$ cat src/rtl/isdn_bport_pkg.sv
package isdn_bport_pkg;
  typedef enum logic [1:0] {
    FMT_NONE = 2'd0,
    FMT_DBL  = 2'd1,
    FMT_SGL  = 2'd2
  } port_fmt_e;
endpackage

$ cat src/rtl/isdn_bport_sync.sv
module isdn_bport_sync #(
  parameter int W      = 1,
  parameter int STAGES = 2
) (
  input  logic         clk,
  input  logic         rst,
  input  logic [W-1:0] d,
  output logic [W-1:0] q
);
  logic [W-1:0] chain [STAGES];

  generate
    for (genvar s = 0; s < STAGES; s++) begin : g_stage
      if (s == 0) begin : g_first
        always_ff @(posedge clk) begin
          if (rst) chain[s] <= '0;
          else     chain[s] <= d;
        end
      end else begin : g_next
        always_ff @(posedge clk) begin
          if (rst) chain[s] <= '0;
          else     chain[s] <= chain[s-1];
        end
      end
    end
  endgenerate

  assign q = chain[STAGES-1];
endmodule

$ cat src/rtl/isdn_bport_mode.sv
module isdn_bport_mode
  import isdn_bport_pkg::*;
#(
  parameter int LOCK_FRAMES = 2
) (
  input  logic      clk,
  input  logic      rst,
  input  logic      rise_ev,
  input  logic      fs_lvl,
  input  logic      pin_lvl,
  output logic      serve,
  output logic      abort,
  output port_fmt_e serve_fmt,
  output port_fmt_e fmt
);
  localparam int            CW     = $clog2(LOCK_FRAMES + 1) + 1;
  localparam logic [CW-1:0] LOCK_N = CW'(LOCK_FRAMES);

  logic          pin_d;
  logic          fs_seen;
  logic          frame_ev;
  logic          pin_chg;
  logic          locked;
  logic [CW-1:0] cnt;

  assign pin_chg   = pin_lvl ^ pin_d;
  assign frame_ev  = rise_ev & fs_lvl & ~fs_seen;
  assign locked    = cnt >= LOCK_N;
  assign serve     = frame_ev & ~pin_chg & locked;
  assign abort     = pin_chg;
  assign serve_fmt = pin_lvl ? FMT_SGL : FMT_DBL;

  always_ff @(posedge clk) begin
    if (rst) begin
      pin_d   <= 1'b0;
      fs_seen <= 1'b0;
      cnt     <= '0;
      fmt     <= FMT_NONE;
    end else begin
      pin_d <= pin_lvl;
      if (rise_ev) fs_seen <= fs_lvl;
      if (pin_chg) begin
        cnt <= '0;
        fmt <= FMT_NONE;
      end else if (frame_ev) begin
        if (!locked) cnt <= cnt + 1'b1;
        fmt <= locked ? serve_fmt : FMT_NONE;
      end
    end
  end

  // a pin toggle drops the locked format
  assert_fmt_clear_R4: assert property (@(posedge clk) disable iff (rst)
    pin_chg |=> fmt == FMT_NONE);

  // format only moves on a frame start or a pin toggle
  assert_fmt_step_R2: assert property (@(posedge clk) disable iff (rst)
    (fmt != $past(fmt)) |-> $past(frame_ev || pin_chg));

  // single-clock format only while the pin is high
  assert_sgl_pin_high_R3: assert property (@(posedge clk) disable iff (rst)
    (fmt == FMT_SGL) |-> pin_d);

  // double-clock format only while the pin is low
  assert_dbl_pin_low_R2: assert property (@(posedge clk) disable iff (rst)
    (fmt == FMT_DBL) |-> !pin_d);
endmodule

$ cat src/rtl/isdn_bport_slots.sv
module isdn_bport_slots
  import isdn_bport_pkg::*;
#(
  parameter int WORD   = 8,
  parameter int IDX_W  = 6,
  parameter int SGL_B1 = 1,
  parameter int SGL_B2 = 11
) (
  input  logic                    clk,
  input  logic                    rst,
  input  logic                    rise_ev,
  input  logic                    fall_ev,
  input  logic                    serve,
  input  logic                    abort,
  input  port_fmt_e               serve_fmt,
  input  logic                    chan_in,
  output logic                    load,
  output logic                    tx_ev,
  output logic [$clog2(WORD)-1:0] tx_bit,
  output logic                    oe_upd,
  output logic                    oe_val,
  output logic                    rx_ev,
  output logic [$clog2(WORD)-1:0] rx_bit,
  output logic                    rx_last
);
  localparam int               BIT_W    = $clog2(WORD);
  localparam int               DBL_SPAN = 2 * WORD;
  localparam logic [IDX_W-1:0] IDX_MAX  = '1;

  function automatic logic [IDX_W:0] base_of(port_fmt_e f, logic c);
    if (f == FMT_DBL) return c ? (IDX_W+1)'(DBL_SPAN) : '0;
    return c ? (IDX_W+1)'(SGL_B2) : (IDX_W+1)'(SGL_B1);
  endfunction

  function automatic logic [IDX_W:0] span_of(port_fmt_e f);
    return (f == FMT_DBL) ? (IDX_W+1)'(DBL_SPAN) : (IDX_W+1)'(WORD);
  endfunction

  logic             act_q;
  logic [IDX_W-1:0] rc_q;
  port_fmt_e        fmt_q;
  logic             ch_q;

  port_fmt_e        fmt_now;
  logic             ch_now;
  logic             act_now;
  logic             dbl_now;
  logic             dbl_q;
  logic [IDX_W-1:0] idx_r;
  logic [IDX_W:0]   r_base;
  logic [IDX_W:0]   r_off;
  logic             r_in;
  logic [IDX_W:0]   f_base;
  logic [IDX_W:0]   f_off;
  logic             f_in;

  always_comb begin
    fmt_now = serve ? serve_fmt : fmt_q;
    ch_now  = serve ? chan_in : ch_q;
    act_now = (serve | act_q) & ~abort;
    dbl_now = fmt_now == FMT_DBL;
    dbl_q   = fmt_q == FMT_DBL;
    if (serve)                idx_r = '0;
    else if (rc_q == IDX_MAX) idx_r = IDX_MAX;
    else                      idx_r = rc_q + 1'b1;
    // slot position for the rising edge being processed
    r_base = base_of(fmt_now, ch_now);
    r_off  = {1'b0, idx_r} - r_base;
    r_in   = ({1'b0, idx_r} >= r_base) && (r_off < span_of(fmt_now));
    // slot position for a falling edge: index of the last rising edge
    f_base = base_of(fmt_q, ch_q);
    f_off  = {1'b0, rc_q} - f_base;
    f_in   = ({1'b0, rc_q} >= f_base) && (f_off < span_of(fmt_q));
    tx_bit = dbl_now ? BIT_W'(r_off >> 1) : BIT_W'(r_off);
    rx_bit = dbl_q ? BIT_W'(f_off >> 1) : BIT_W'(f_off);
  end

  assign load    = serve;
  assign tx_ev   = rise_ev & act_now & r_in & ~(dbl_now & r_off[0]);
  assign oe_upd  = rise_ev & act_now;
  assign oe_val  = r_in;
  assign rx_ev   = fall_ev & act_q & ~abort & f_in & (~dbl_q | f_off[0]);
  assign rx_last = rx_bit == BIT_W'(WORD - 1);

  always_ff @(posedge clk) begin
    if (rst) begin
      act_q <= 1'b0;
      rc_q  <= '0;
      fmt_q <= FMT_NONE;
      ch_q  <= 1'b0;
    end else if (abort) begin
      act_q <= 1'b0;
    end else if (serve) begin
      act_q <= 1'b1;
      rc_q  <= '0;
      fmt_q <= serve_fmt;
      ch_q  <= chan_in;
    end else if (rise_ev && act_q) begin
      rc_q <= idx_r;
    end
  end

  // a receive sample never falls in the same cycle as a transmit step
  assert_edge_kinds_apart_R9: assert property (@(posedge clk) disable iff (rst)
    !(tx_ev && rx_ev));
endmodule

$ cat src/rtl/isdn_bport_shift.sv
module isdn_bport_shift #(
  parameter int WORD = 8
) (
  input  logic                    clk,
  input  logic                    rst,
  input  logic                    load,
  input  logic [WORD-1:0]         tx_word,
  input  logic                    tx_ev,
  input  logic [$clog2(WORD)-1:0] tx_bit,
  input  logic                    oe_upd,
  input  logic                    oe_val,
  input  logic                    abort,
  input  logic                    rx_ev,
  input  logic [$clog2(WORD)-1:0] rx_bit,
  input  logic                    rx_last,
  input  logic                    sdi,
  output logic                    sdo,
  output logic                    sdo_en,
  output logic                    tx_taken,
  output logic [WORD-1:0]         rx_word,
  output logic                    rx_valid
);
  localparam int BIT_W = $clog2(WORD);

  logic [WORD-1:0] tx_hold;
  logic [WORD-1:0] word_now;
  logic [WORD-1:0] rx_sh;
  logic [WORD-1:0] rx_nx;

  always_comb begin
    word_now = load ? tx_word : tx_hold;
    rx_nx    = rx_sh;
    rx_nx[BIT_W'(WORD - 1) - rx_bit] = sdi;
  end

  always_ff @(posedge clk) begin
    if (rst) begin
      tx_hold  <= '0;
      sdo      <= 1'b0;
      sdo_en   <= 1'b0;
      tx_taken <= 1'b0;
      rx_sh    <= '0;
      rx_word  <= '0;
      rx_valid <= 1'b0;
    end else begin
      tx_taken <= load;
      rx_valid <= 1'b0;
      if (load) tx_hold <= tx_word;
      if (tx_ev) sdo <= word_now[BIT_W'(WORD - 1) - tx_bit];
      if (abort)       sdo_en <= 1'b0;
      else if (oe_upd) sdo_en <= oe_val;
      if (rx_ev) begin
        rx_sh <= rx_nx;
        if (rx_last) begin
          rx_word  <= rx_nx;
          rx_valid <= 1'b1;
        end
      end
    end
  end

  // receive completion is a single-cycle pulse
  assert_rx_pulse_R6: assert property (@(posedge clk) disable iff (rst)
    rx_valid |=> !rx_valid);

  // sample capture is a single-cycle pulse
  assert_taken_pulse_R10: assert property (@(posedge clk) disable iff (rst)
    tx_taken |=> !tx_taken);

  // the data line only moves as a result of a drive step
  assert_sdo_on_drive_R5: assert property (@(posedge clk) disable iff (rst)
    !$stable(sdo) |-> $past(tx_ev));
endmodule

$ cat src/rtl/isdn_bport.sv
module isdn_bport
  import isdn_bport_pkg::*;
#(
  parameter int WORD        = 8,
  parameter int LOCK_FRAMES = 2,
  parameter int IDX_W       = 6,
  parameter int SYNC_STAGES = 2,
  parameter int SGL_B1      = 1,
  parameter int SGL_B2      = 11
) (
  input  logic            clk,
  input  logic            rst,
  input  logic            dclk_in,
  input  logic            fsync_in,
  input  logic            fmt_pin,
  input  logic            chan_sel,
  input  logic            sdi,
  input  logic [WORD-1:0] tx_word,
  output logic            sdo,
  output logic            sdo_en,
  output logic            tx_taken,
  output logic [WORD-1:0] rx_word,
  output logic            rx_valid,
  output logic [1:0]      fmt
);
  localparam int BIT_W = $clog2(WORD);

  logic [3:0]       raw_in;
  logic [3:0]       syn;
  logic             dclk_s, fs_s, pin_s, sdi_s;
  logic             dclk_d;
  logic             rise_ev, fall_ev;
  logic             serve, abort;
  port_fmt_e        serve_fmt, fmt_st;
  logic             load, tx_ev, oe_upd, oe_val, rx_ev, rx_last;
  logic [BIT_W-1:0] tx_bit, rx_bit;

  assign raw_in = {sdi, fmt_pin, fsync_in, dclk_in};
  assign {sdi_s, pin_s, fs_s, dclk_s} = syn;

  isdn_bport_sync #(.W(4), .STAGES(SYNC_STAGES)) u_sync (
    .clk(clk), .rst(rst), .d(raw_in), .q(syn)
  );

  always_ff @(posedge clk) begin
    if (rst) dclk_d <= 1'b0;
    else     dclk_d <= dclk_s;
  end

  assign rise_ev = dclk_s & ~dclk_d;
  assign fall_ev = ~dclk_s & dclk_d;

  isdn_bport_mode #(.LOCK_FRAMES(LOCK_FRAMES)) u_mode (
    .clk(clk), .rst(rst), .rise_ev(rise_ev), .fs_lvl(fs_s), .pin_lvl(pin_s),
    .serve(serve), .abort(abort), .serve_fmt(serve_fmt), .fmt(fmt_st)
  );

  isdn_bport_slots #(.WORD(WORD), .IDX_W(IDX_W), .SGL_B1(SGL_B1), .SGL_B2(SGL_B2)) u_slots (
    .clk(clk), .rst(rst), .rise_ev(rise_ev), .fall_ev(fall_ev),
    .serve(serve), .abort(abort), .serve_fmt(serve_fmt), .chan_in(chan_sel),
    .load(load), .tx_ev(tx_ev), .tx_bit(tx_bit), .oe_upd(oe_upd), .oe_val(oe_val),
    .rx_ev(rx_ev), .rx_bit(rx_bit), .rx_last(rx_last)
  );

  isdn_bport_shift #(.WORD(WORD)) u_shift (
    .clk(clk), .rst(rst), .load(load), .tx_word(tx_word), .tx_ev(tx_ev),
    .tx_bit(tx_bit), .oe_upd(oe_upd), .oe_val(oe_val), .abort(abort),
    .rx_ev(rx_ev), .rx_bit(rx_bit), .rx_last(rx_last), .sdi(sdi_s),
    .sdo(sdo), .sdo_en(sdo_en), .tx_taken(tx_taken), .rx_word(rx_word),
    .rx_valid(rx_valid)
  );

  assign fmt = fmt_st;

  // the output is never driven while no format is locked
  assert_oe_needs_lock_R9: assert property (@(posedge clk) disable iff (rst)
    sdo_en |-> fmt != 2'd0);
endmodule

$ cat config.mk
export PLATFORM = sky130hd
export DESIGN_NAME = isdn_bport
export DESIGN_NICKNAME = d
export VERILOG_FILES = /design/src/rtl/isdn_bport_pkg.sv /design/src/rtl/isdn_bport_sync.sv /design/src/rtl/isdn_bport_mode.sv /design/src/rtl/isdn_bport_slots.sv /design/src/rtl/isdn_bport_shift.sv /design/src/rtl/isdn_bport.sv
export SDC_FILE = /design/constraint.sdc
export NUM_CORES = 1
export LEC_CHECK = 0
export ABC_CLOCK_PERIOD_IN_PS = 4200
export BUFFER_PORTS_ARGS = -buffer_cell sky130_fd_sc_hd__buf_2
export CORE_MARGIN = 3
export CORE_UTILIZATION = 50
export DETAILED_ROUTE_END_ITERATION = 7
export GPL_ROUTABILITY_DRIVEN = 0
export PLACE_DENSITY = 0.66
export RECOVER_POWER = 100
export SYNTH_ARGS = -nofsm -noshare
export SYNTH_HDL_FRONTEND = slang
export SYNTH_SLANG_ARGS = --single-unit
$ cat constraint.sdc
create_clock -name clk -period 4.2 [get_ports clk]
set_input_delay 0.63 -clock clk [delete_from_list [all_inputs] [get_ports clk]]
set_output_delay 0.63 -clock clk [all_outputs]
set_load 0.05 [all_outputs]
==> results of run 1 <==
[cell families after synthesis]
kind of cell / Yosys count / share of synthesized area
and+or+nand+nor: 120 / 0.211
DFF: 53 / 0.377
xor gates and xnor gates: 8 / 0.0276
muxes: 30 / 0.136
adders and majority gates: 17 / 0.0810
AOI/OAI and AO/OA: 55 / 0.122
buffers and inverters: 33 / 0.0449
[report_power, final]
group | internal (uW) | switching (uW)
Combinational | 27.5 | 38.0
Sequential | 507 | 3.51
Clock | 173 | 158
Total | 708 | 200
[sequential cells by signal (all words and copies together) (netlist names)]
signal / flops
u_slots.ch_q: 1
u_sync.chain: 8
u_shift.rx_word: 8
u_slots.rc_q: 6
u_shift.sdo: 1
u_shift.rx_sh: 7
u_slots.fmt_q: 2
dclk_d: 1
u_mode.pin_d: 1
u_mode.fs_seen: 1
u_shift.sdo_en: 1
u_shift.tx_taken: 1
u_shift.tx_hold: 8
u_shift.rx_valid: 1
u_mode.cnt: 3
u_mode.fmt: 2
u_slots.act_q: 1
[synthesized netlist by cell type, types with 2 or more instances]
master,number,area (um^2)
sky130_fd_sc_hd__nand2_1,31,116
sky130_fd_sc_hd__mux2i_1,22,220
sky130_fd_sc_hd__xnor2_1,6,52.6
sky130_fd_sc_hd__o21a_1,3,22.5
sky130_fd_sc_hd__or3_1,4,25.0
sky130_fd_sc_hd__buf_2,2,10.0
sky130_fd_sc_hd__and3_1,3,18.8
sky130_fd_sc_hd__o21ai_1,3,15.0
sky130_fd_sc_hd__nor3_1,3,15.0
sky130_fd_sc_hd__or2_2,2,12.5
sky130_fd_sc_hd__buf_1,2,7.51
sky130_fd_sc_hd__ha_1,15,188
sky130_fd_sc_hd__nand3_1,7,35.0
sky130_fd_sc_hd__nand2b_1,8,50.1
sky130_fd_sc_hd__a31oi_1,2,12.5
sky130_fd_sc_hd__mux2_1,3,33.8
sky130_fd_sc_hd__o21ai_0,8,40.0
sky130_fd_sc_hd__mux4_1,4,105
sky130_fd_sc_hd__a21oi_1,27,135
sky130_fd_sc_hd__nand4_1,4,25.0
sky130_fd_sc_hd__dfxtp_1,53,1060
sky130_fd_sc_hd__fa_1,2,40.0
sky130_fd_sc_hd__inv_1,19,71.3
sky130_fd_sc_hd__nor2b_1,12,75.1
sky130_fd_sc_hd__nor2_1,36,135
sky130_fd_sc_hd__clkbuf_1,9,33.8
[path summary, 6_finish.rpt]
| check | slack [ps] | to | start |
|---|---|---|---|
| max | 350 | u_shift.sdo | u_mode.cnt[0] |
| min | 440 | u_sync.chain[1][0] | u_sync.chain[0][0] |
| max reg2reg | 350 | u_shift.sdo | u_mode.cnt[0] |
| min reg2reg | 440 | u_sync.chain[1][0] | u_sync.chain[0][0] |
[final cells by class]
type	count	area, um^2	share of cell area
Multi-Input combinational cell	230	1620	0.525
Clock inverter	2	35.0	0.0114
Inverter	20	75.1	0.0243
Clock buffer	5	68.8	0.0223
Tap cell	70	87.6	0.0284
Timing Repair Buffer	31	136	0.0442
Sequential cell	53	1060	0.344
[worst max-delay path, stage by stage, from the launching register on]
cell and delay (ps):
sky130_fd_sc_hd__dfxtp_1 340, sky130_fd_sc_hd__inv_1 70, sky130_fd_sc_hd__ha_1 210, sky130_fd_sc_hd__or3_1 380
sky130_fd_sc_hd__and3_1 270, sky130_fd_sc_hd__a21oi_1 280, sky130_fd_sc_hd__inv_1 80, sky130_fd_sc_hd__ha_1 210
sky130_fd_sc_hd__fa_1 460, sky130_fd_sc_hd__xnor2_1 170, sky130_fd_sc_hd__mux2i_1 340, sky130_fd_sc_hd__mux4_1 350
sky130_fd_sc_hd__mux4_2 470, sky130_fd_sc_hd__o2bb2ai_1 130
[through the flow]
stage	power, uW	instances
2_1_floorplan	570	316
3_3_place_gp	588	404
3_5_place_dp	589	404
4_1_cts	918	411
5_1_grt	944	411
6_report	908	411
[per-layer routing]
metal	vias up	routed length, um	share of wire	global-route usage
li1	1138	-	-	-
met1	1010	2600	0.48	0.228
met2	26	2640	0.48	0.313
met3	6	154	0.028	0.0377
met4	0	52	0.0095	0.0405
met5	-	0	0	0
==> run summary, run 1 <==
run status - finished, violations left
failing checks - max-capacitance violations, max-slew violations
initial cell density of the core - 0.534
post-route antenna net violation count - 0
required arrival time at the worst endpoint - 4400 ps
Total Routing Usage GR - 0.180
count of flip-flops with a built-in enable after synthesis - 0
overall die area - 6560 um^2
number of clock buffers inserted by TritonCTS - 5
Final Routed Wirelength - 5450 um
most frequently used flop master after synthesis - sky130_fd_sc_hd__dfxtp_1
number of standard-cell rows in the floorplan - 26
share of the yosys chip area belonging to registers - 0.377
normalized max-slew margin - -0.380
Clock Latency Late Sink - 300 ps
Max Freq - 259 MHz
worst-path fanout max - 5
Worst Path Arrival - 4050 ps
dpl cell area - 3010 um^2
antenna violations before repair - 0
number of buffers on the longest clock path - 2
# IOs - 29
worst reg2reg path depth - 13
class of the most critical hold timing path - register to register
area of the core - 5270 um^2
number of global-route vias before repair - 2058
Mapped Cells - 316
diode count - 0
category of the critical setup timing path - register to register
violation count after the first detailed-route iteration - 113
Worst VDD drop - 249 uV
hold depth - 1
Final WS setup - 346 ps
fraction of the core area covered by cells at the end of the flow - 0.585
number of buffers inserted by hold repair at cts - 0
Final Skew - 4.42 ps
global-route wire length before repair - 9340 um
ratio of cells with drive above 1 in the final layout - 0.0850
routed length per placed instance - 13.3 um
Hold Slack - 444 ps
Setup Fix Bufs, Post-CTS - 0
shortest period the worst path allows - 3850 ps
overall die width - 81 um
nets in the synthesized netlist - 348
DIE HEIGHT - 81 um
final total negative setup slack - 0 ps
number of distinct library cells after synthesis - 52
clock sink count - 53
count of pins over their slew limit - 50
number of instances resized during post-cts repair - 0
final global-route overflow total - 0
setup repair after global routing missed its margin - no
CP Launch Type - register
clock tree from TritonCTS - built
top library cells by usage in the layout, fill and taps aside - sky130_fd_sc_hd__dfxtp_1, sky130_fd_sc_hd__nor2_1, sky130_fd_sc_hd__nand2_1
number of detailed-route iterations in the first pass - 5
Root Buffer Master - sky130_fd_sc_hd__clkbuf_8
layout-stage area growth over the synthesis result - 9.65%
type of destination of the critical path - register
number of synthesized register bits - 53
setup violators final - 0
total non-filler cell area in the finished layout - 3080 um^2
Final Hold Viols - 0
Leakage - 0.00123 uW
vias - 2180
hpwl dp - 4080 um
fin crit share - 0.918
synthesized cell area - 2810 um^2
Pwr per Cell Area - 294 nW/um^2
clock-pin slew of the registers on the worst-case setup and hold paths - 90 ps
count of nets after finishing - 373
Post-synth ARST share - 0
worst slack, placed - 383 ps
transition time of the tightest slew-check pin - 2070 ps
synthesized area divided by synthesized cell count - 8.90 um^2
number of fillers in the final layout - 484
maximum level of the CTS H-tree - 2
I/O Buffers - 28
DRC violation count after routing - 0
DR vias/cell - 5.30
leading cell type in the layout, fill and taps excluded - sky130_fd_sc_hd__dfxtp_1
maximum number of pins on one net before global-route repair - 50
maxcap violations - 1
count of warnings emitted by yosys - 0
(Power assumes the default switching activity.)
==> inputs of run 2 (changes only) <==
Settings changed: PLACE_DENSITY 0.66 to 0.69.
==> run 2 against run 1 <==
Effect of this change:
- the run still ends with max-capacitance violations, max-slew violations left
- first-iteration DRC count decreased by 33%
- count of clock-buffer cells in the layout increased by 1
- die area unchanged
- via count decreased by 0.37%
- largest power group unchanged
- sequential cell count unchanged
==> run summary, run 2 (synthesized netlist as in run 1, its figures left out) <==
Total Routing Usage GR - 0.181
layout-stage area growth over the synthesis result - 9.47%
CP Launch Type - register
DRC violation count after routing - 0
post-route antenna net violation count - 0
DIE HEIGHT - 81 um
Max Freq - 256 MHz
fin crit share - 0.929
Root Buffer Master - sky130_fd_sc_hd__clkbuf_8
Final Routed Wirelength - 5220 um
worst-case hold path end point - u_sync.chain[1][3]
I/O Buffers - 28
worst-path fanout max - 14
failing checks - max-capacitance violations, max-slew violations
# IOs - 29
Clock Latency Late Sink - 300 ps
final total negative setup slack - 0 ps
run status - finished, violations left
leading cell type in the layout, fill and taps excluded - sky130_fd_sc_hd__dfxtp_1
Final Skew - 6.21 ps
final global-route overflow total - 0
number of detailed-route iterations in the first pass - 4
count of pins over their slew limit - 50
Final WS setup - 296 ps
Worst Path Arrival - 4100 ps
flop-to-flop setup slack - 300 ps
DR vias/cell - 5.28
Global Route met3 Usage - 0.0510
required arrival time at the worst endpoint - 4390 ps
cell with the largest stage delay on the worst path - sky130_fd_sc_hd__mux4_2
endpoint of the most critical register-to-register path - u_shift.sdo
Worst VDD drop - 193 uV
type of destination of the critical path - register
worst reg2reg path depth - 13
initial cell density of the core - 0.534
vias - 2172
area of the core - 5270 um^2
setup repair after global routing missed its margin - no
normalized max-slew margin - -0.378
hpwl dp - 3920 um
diode count - 0
Final Hold Viols - 0
startpoint of the tightest hold check path - u_sync.chain[0][3]
number of clock buffers inserted by TritonCTS - 5
Critical path buffers and inverters - 2
reg-to-reg startpoint - u_mode.cnt[0]
overall die width - 81 um
clock sink count - 53
clock-pin slew of the registers on the worst-case setup and hold paths - 90 ps
hold depth - 1
maxcap violations - 1
Largest stage delay, worst path - 480 ps
fraction of the core area covered by cells at the end of the flow - 0.584
shortest period the worst path allows - 3900 ps
Leakage - 0.00122 uW
routed length per placed instance - 12.7 um
transition time of the tightest slew-check pin - 2070 ps
cells along the critical path - inv_1 > ha_1 > or3_4 > and3_1 > mux2i_1 > or2_2 > inv_1 > fa_1 > xnor2_1 > mux2i_1 > mux4_1 > mux4_2 > o2bb2ai_1
Setup Fix Bufs, Post-CTS - 0
number of standard-cell rows in the floorplan - 26
class of the most critical hold timing path - register to register
number of buffers on the longest clock path - 2
fraction of met2 tracks used by global routing - 0.299
number of buffers inserted by hold repair at cts - 0
category of the critical setup timing path - register to register
violation count after the first detailed-route iteration - 76
overall die area - 6560 um^2
peak-usage layer in the global routing report - met2
maximum level of the CTS H-tree - 2
count of nets after finishing - 373
top cell family by delay on the critical path - multiplexers
largest registers ranked by flip-flop count - u_shift.rx_word x8, u_shift.tx_hold x8, u_sync.chain x8
ratio of cells with drive above 1 in the final layout - 0.0909
number of global-route vias before repair - 2049
number of instances resized during post-cts repair - 0
antenna violations before repair - 0
worst slack, placed - 240 ps
global-route wire length before repair - 9370 um
maximum number of pins on one net before global-route repair - 50
top library cells by usage in the layout, fill and taps aside - sky130_fd_sc_hd__dfxtp_1, sky130_fd_sc_hd__nor2_1, sky130_fd_sc_hd__nand2_1
Pwr per Cell Area - 279 nW/um^2
clock tree from TritonCTS - built
M1 GR Usage - 0.241
setup violators final - 0
-- run 2: area by class of cell --
type	count	area [um^2]
Clock buffer	6	82.6
Clock inverter	1	7.51
Fill cell	477	2190
Inverter	20	75.1
Multi-Input combinational cell	230	1630
Sequential cell	53	1060
Tap cell	70	87.6
Timing Repair Buffer	31	136
-- run 2: how the worst max path moves through the flow --
| stage | start | cells past startpoint | end |
|---|---|---|---|
| global route | u_mode.cnt[0] | 13 | u_shift.sdo |
| detailed placement | u_mode.cnt[0] | 13 | u_shift.sdo |
| finish | u_mode.cnt[0] | 13 | u_shift.sdo |
| floorplan | u_mode.cnt[0] | 14 | u_shift.sdo |
| CTS | u_mode.cnt[0] | 13 | u_shift.sdo |
| global placement | u_mode.cnt[0] | 13 | u_shift.sdo |
-- run 2: worst register-to-register path, cell delays in order (launching register included) --
cell and delay, ps:
sky130_fd_sc_hd__dfxtp_1 350, sky130_fd_sc_hd__inv_1 70, sky130_fd_sc_hd__ha_1 220, sky130_fd_sc_hd__or3_4 360, sky130_fd_sc_hd__and3_1 380, sky130_fd_sc_hd__mux2i_1 280
sky130_fd_sc_hd__or2_2 180, sky130_fd_sc_hd__inv_1 60, sky130_fd_sc_hd__fa_1 470, sky130_fd_sc_hd__xnor2_1 170, sky130_fd_sc_hd__mux2i_1 310, sky130_fd_sc_hd__mux4_1 350
sky130_fd_sc_hd__mux4_2 480, sky130_fd_sc_hd__o2bb2ai_1 130
-- run 2: metal layers --
metal	vias to the layer above	wire, um
met3	4	194
met4	0	34
met5	-	0
li1	1143	-
met2	30	2390
met1	995	2600
-- run 2: power by group --
part	internal [uW]	total (uW)	switching (uW)	leakage [uW]
logic	27.5	65.5	38.0	0.000748
registers	507	511	3.45	0.000429
clock network	130	283	152	0.0000433
-- run 2: per-stage QoR --
step	total power (uW)	instance area, um^2	instances	hold WS [ps]
floorplan	570	2810	316	414
global placement	588	3010	404	420
detailed placement	589	3010	404	422
CTS	875	3100	411	443
global route	910	3080	411	465
finish	859	3080	411	440
==> inputs of run 3 (changes only) <==
Settings changed: SETUP_SLACK_MARGIN set to 0.5.
==> run 3 against run 2 <==
Effect of this change:
- the flow still finishes with violations (max-capacitance violations, max-slew violations)
- critical endpoint unchanged
- via count is 2.2% higher
- worst setup slack better by 290 ps
- clock power hardly changed
- final area is 3.0% higher
- largest power group unchanged
==> run summary, run 3 (synthesized netlist as in run 1, its figures left out) <==
routed length per placed instance - 13.1 um
clock sink count - 53
global-route wire length before repair - 9430 um
final global-route overflow total - 0
worst reg2reg path depth - 13
leading cell type in the layout, fill and taps excluded - sky130_fd_sc_hd__dfxtp_1
post-route antenna net violation count - 0
number of fillers in the final layout - 465
normalized max-slew margin - -0.404
layout-stage area growth over the synthesis result - 12.8%
count of nets after finishing - 379
fraction of the core area covered by cells at the end of the flow - 0.602
ratio of cells with drive above 1 in the final layout - 0.127
number of standard-cell rows in the floorplan - 26
category of the critical setup timing path - register to register
Worst VDD drop - 194 uV
Max Freq - 277 MHz
flop-to-flop setup slack - 590 ps
Clock Latency Late Sink - 300 ps
reg-to-reg startpoint - u_mode.cnt[0]
top library cells by usage in the layout, fill and taps aside - sky130_fd_sc_hd__dfxtp_1, sky130_fd_sc_hd__nor2_1, sky130_fd_sc_hd__nand2_1
hold depth - 1
clock tree from TritonCTS - built
violation count after the first detailed-route iteration - 82
setup repair after global routing missed its margin - no
class of the most critical hold timing path - register to register
Final WS setup - 589 ps
overall die area - 6560 um^2
largest registers ranked by flip-flop count - u_shift.rx_word x8, u_shift.tx_hold x8, u_sync.chain x8
Switching Fraction - 0.229
vias - 2220
final total negative setup slack - 0 ps
I/O Buffers - 28
maximum level of the CTS H-tree - 2
shortest period the worst path allows - 3610 ps
maxcap violations - 1
number of detailed-route iterations in the first pass - 4
DR vias/cell - 5.32
internal cell power - 670 uW
area of the core - 5270 um^2
endpoint of the most critical register-to-register path - u_shift.sdo
cell with the largest stage delay on the worst path - sky130_fd_sc_hd__mux4_2
Final Skew - 9.00 ps
worst-case hold path end point - u_sync.chain[1][3]
required arrival time at the worst endpoint - 4390 ps
overall die width - 81 um
DIE HEIGHT - 81 um
Root Buffer Master - sky130_fd_sc_hd__clkbuf_8
transition time of the tightest slew-check pin - 2110 ps
setup violators final - 0
Leakage - 0.00125 uW
# IOs - 29
area occupied by multi-input gates - 1680 um^2
run status - finished, violations left
clock-pin slew of the registers on the worst-case setup and hold paths - 90 ps
worst slack, placed - 240 ps
fin crit share - 0.860
Sw Pwr - 199 uW
final non-filler cell total - 417
worst-path fanout max - 7
Worst Path Arrival - 3810 ps
Sequential Power Share - 0.588
footprint of the flip-flops and latches - 1060 um^2
combinational fraction of design power - 0.084
hpwl dp - 3920 um
clock share of power - 0.328
Total Routing Usage GR - 0.182
Largest stage delay, worst path - 480 ps
number of buffers inserted by hold repair at cts - 0
cells along the critical path - inv_1 > ha_1 > or3_4 > a41o_1 > o21ai_4 > inv_1 > ha_1 > fa_1 > xnor2_2 > mux2i_4 > mux4_1 > mux4_2 > o2bb2ai_1
Pwr per Cell Area - 274 nW/um^2
diode count - 0
failing checks - max-capacitance violations, max-slew violations
CP Launch Type - register
type of destination of the critical path - register
maximum number of pins on one net before global-route repair - 50
Final Hold Viols - 0
antenna violations before repair - 0
number of global-route vias before repair - 2052
startpoint of the tightest hold check path - u_sync.chain[0][3]
number of placed instances with taps included - 404
initial cell density of the core - 0.534
count of pins over their slew limit - 50
number of clock buffers inserted by TritonCTS - 5
Final Routed Wirelength - 5470 um
number of buffers on the longest clock path - 2
DRC violation count after routing - 0
run 3: power groups by stage:
stage / logic [uW] / registers (uW) / clock network, uW
3_5_place_dp: 66.5 / 522 / 0
6_report: 72.5 / 511 / 285
2_1_floorplan: 48.8 / 522 / 0
3_3_place_gp: 65.5 / 523 / 0
5_1_grt: 82.4 / 512 / 322
4_1_cts: 67.1 / 511 / 298
run 3: final cells by class:
class	count	share of cell area
clock buffer	6	0.0260
timing repair buffer	37	0.0572
tap	70	0.0276
inverter	20	0.0237
clock inverter	1	0.00237
multi-input combinational	230	0.528
sequential	53	0.335
run 3: repair_timing:
action                     4_1_cts  5_1_grt
pin swaps                        0        1
buffers inserted                 0        6
gates resized for setup          4       11
setup endpoints to repair        1       13
gates cloned                     0        0
run 3: worst max-delay path, delay by kind of cell (launching register included):
kind | cells | cell delay [ps]
AOI/OAI and AO/OA | 3 | 520
xor gates and xnor gates | 1 | 200
DFF | 1 | 350
adders and majority gates | 3 | 920
buffers and inverters | 2 | 160
and+or+nand+nor | 1 | 360
muxes | 3 | 990
run 3: stage by stage:
step	hold slack [ps]	instance area [um^2]	power, uW
6_report	437	3170	868
5_1_grt	465	3170	916
4_1_cts	443	3110	875
3_5_place_dp	422	3010	589
3_3_place_gp	420	3010	588
2_1_floorplan	414	2810	570
run 3: per-layer routing:
layer / vias up / GRT usage / wire [um]
met5: - / 0 / 0
met4: 0 / 0.0372 / 57
met3: 6 / 0.0510 / 191
met2: 33 / 0.296 / 2570
met1: 1029 / 0.243 / 2640
li1: 1152 / - / -
run 3: worst max path at each step:
stage | end | slack, ps | from
4_1_cts | u_shift.sdo | 520 | u_mode.cnt[0]
3_5_place_dp | u_shift.sdo | 240 | u_mode.cnt[0]
3_3_place_gp | u_shift.sdo | 380 | u_mode.cnt[0]
5_1_grt | u_shift.rx_sh[6] | 320 | u_slots.fmt_q[1]
6_report | u_shift.sdo | 590 | u_mode.cnt[0]
2_1_floorplan | u_shift.sdo | 620 | u_mode.cnt[0]
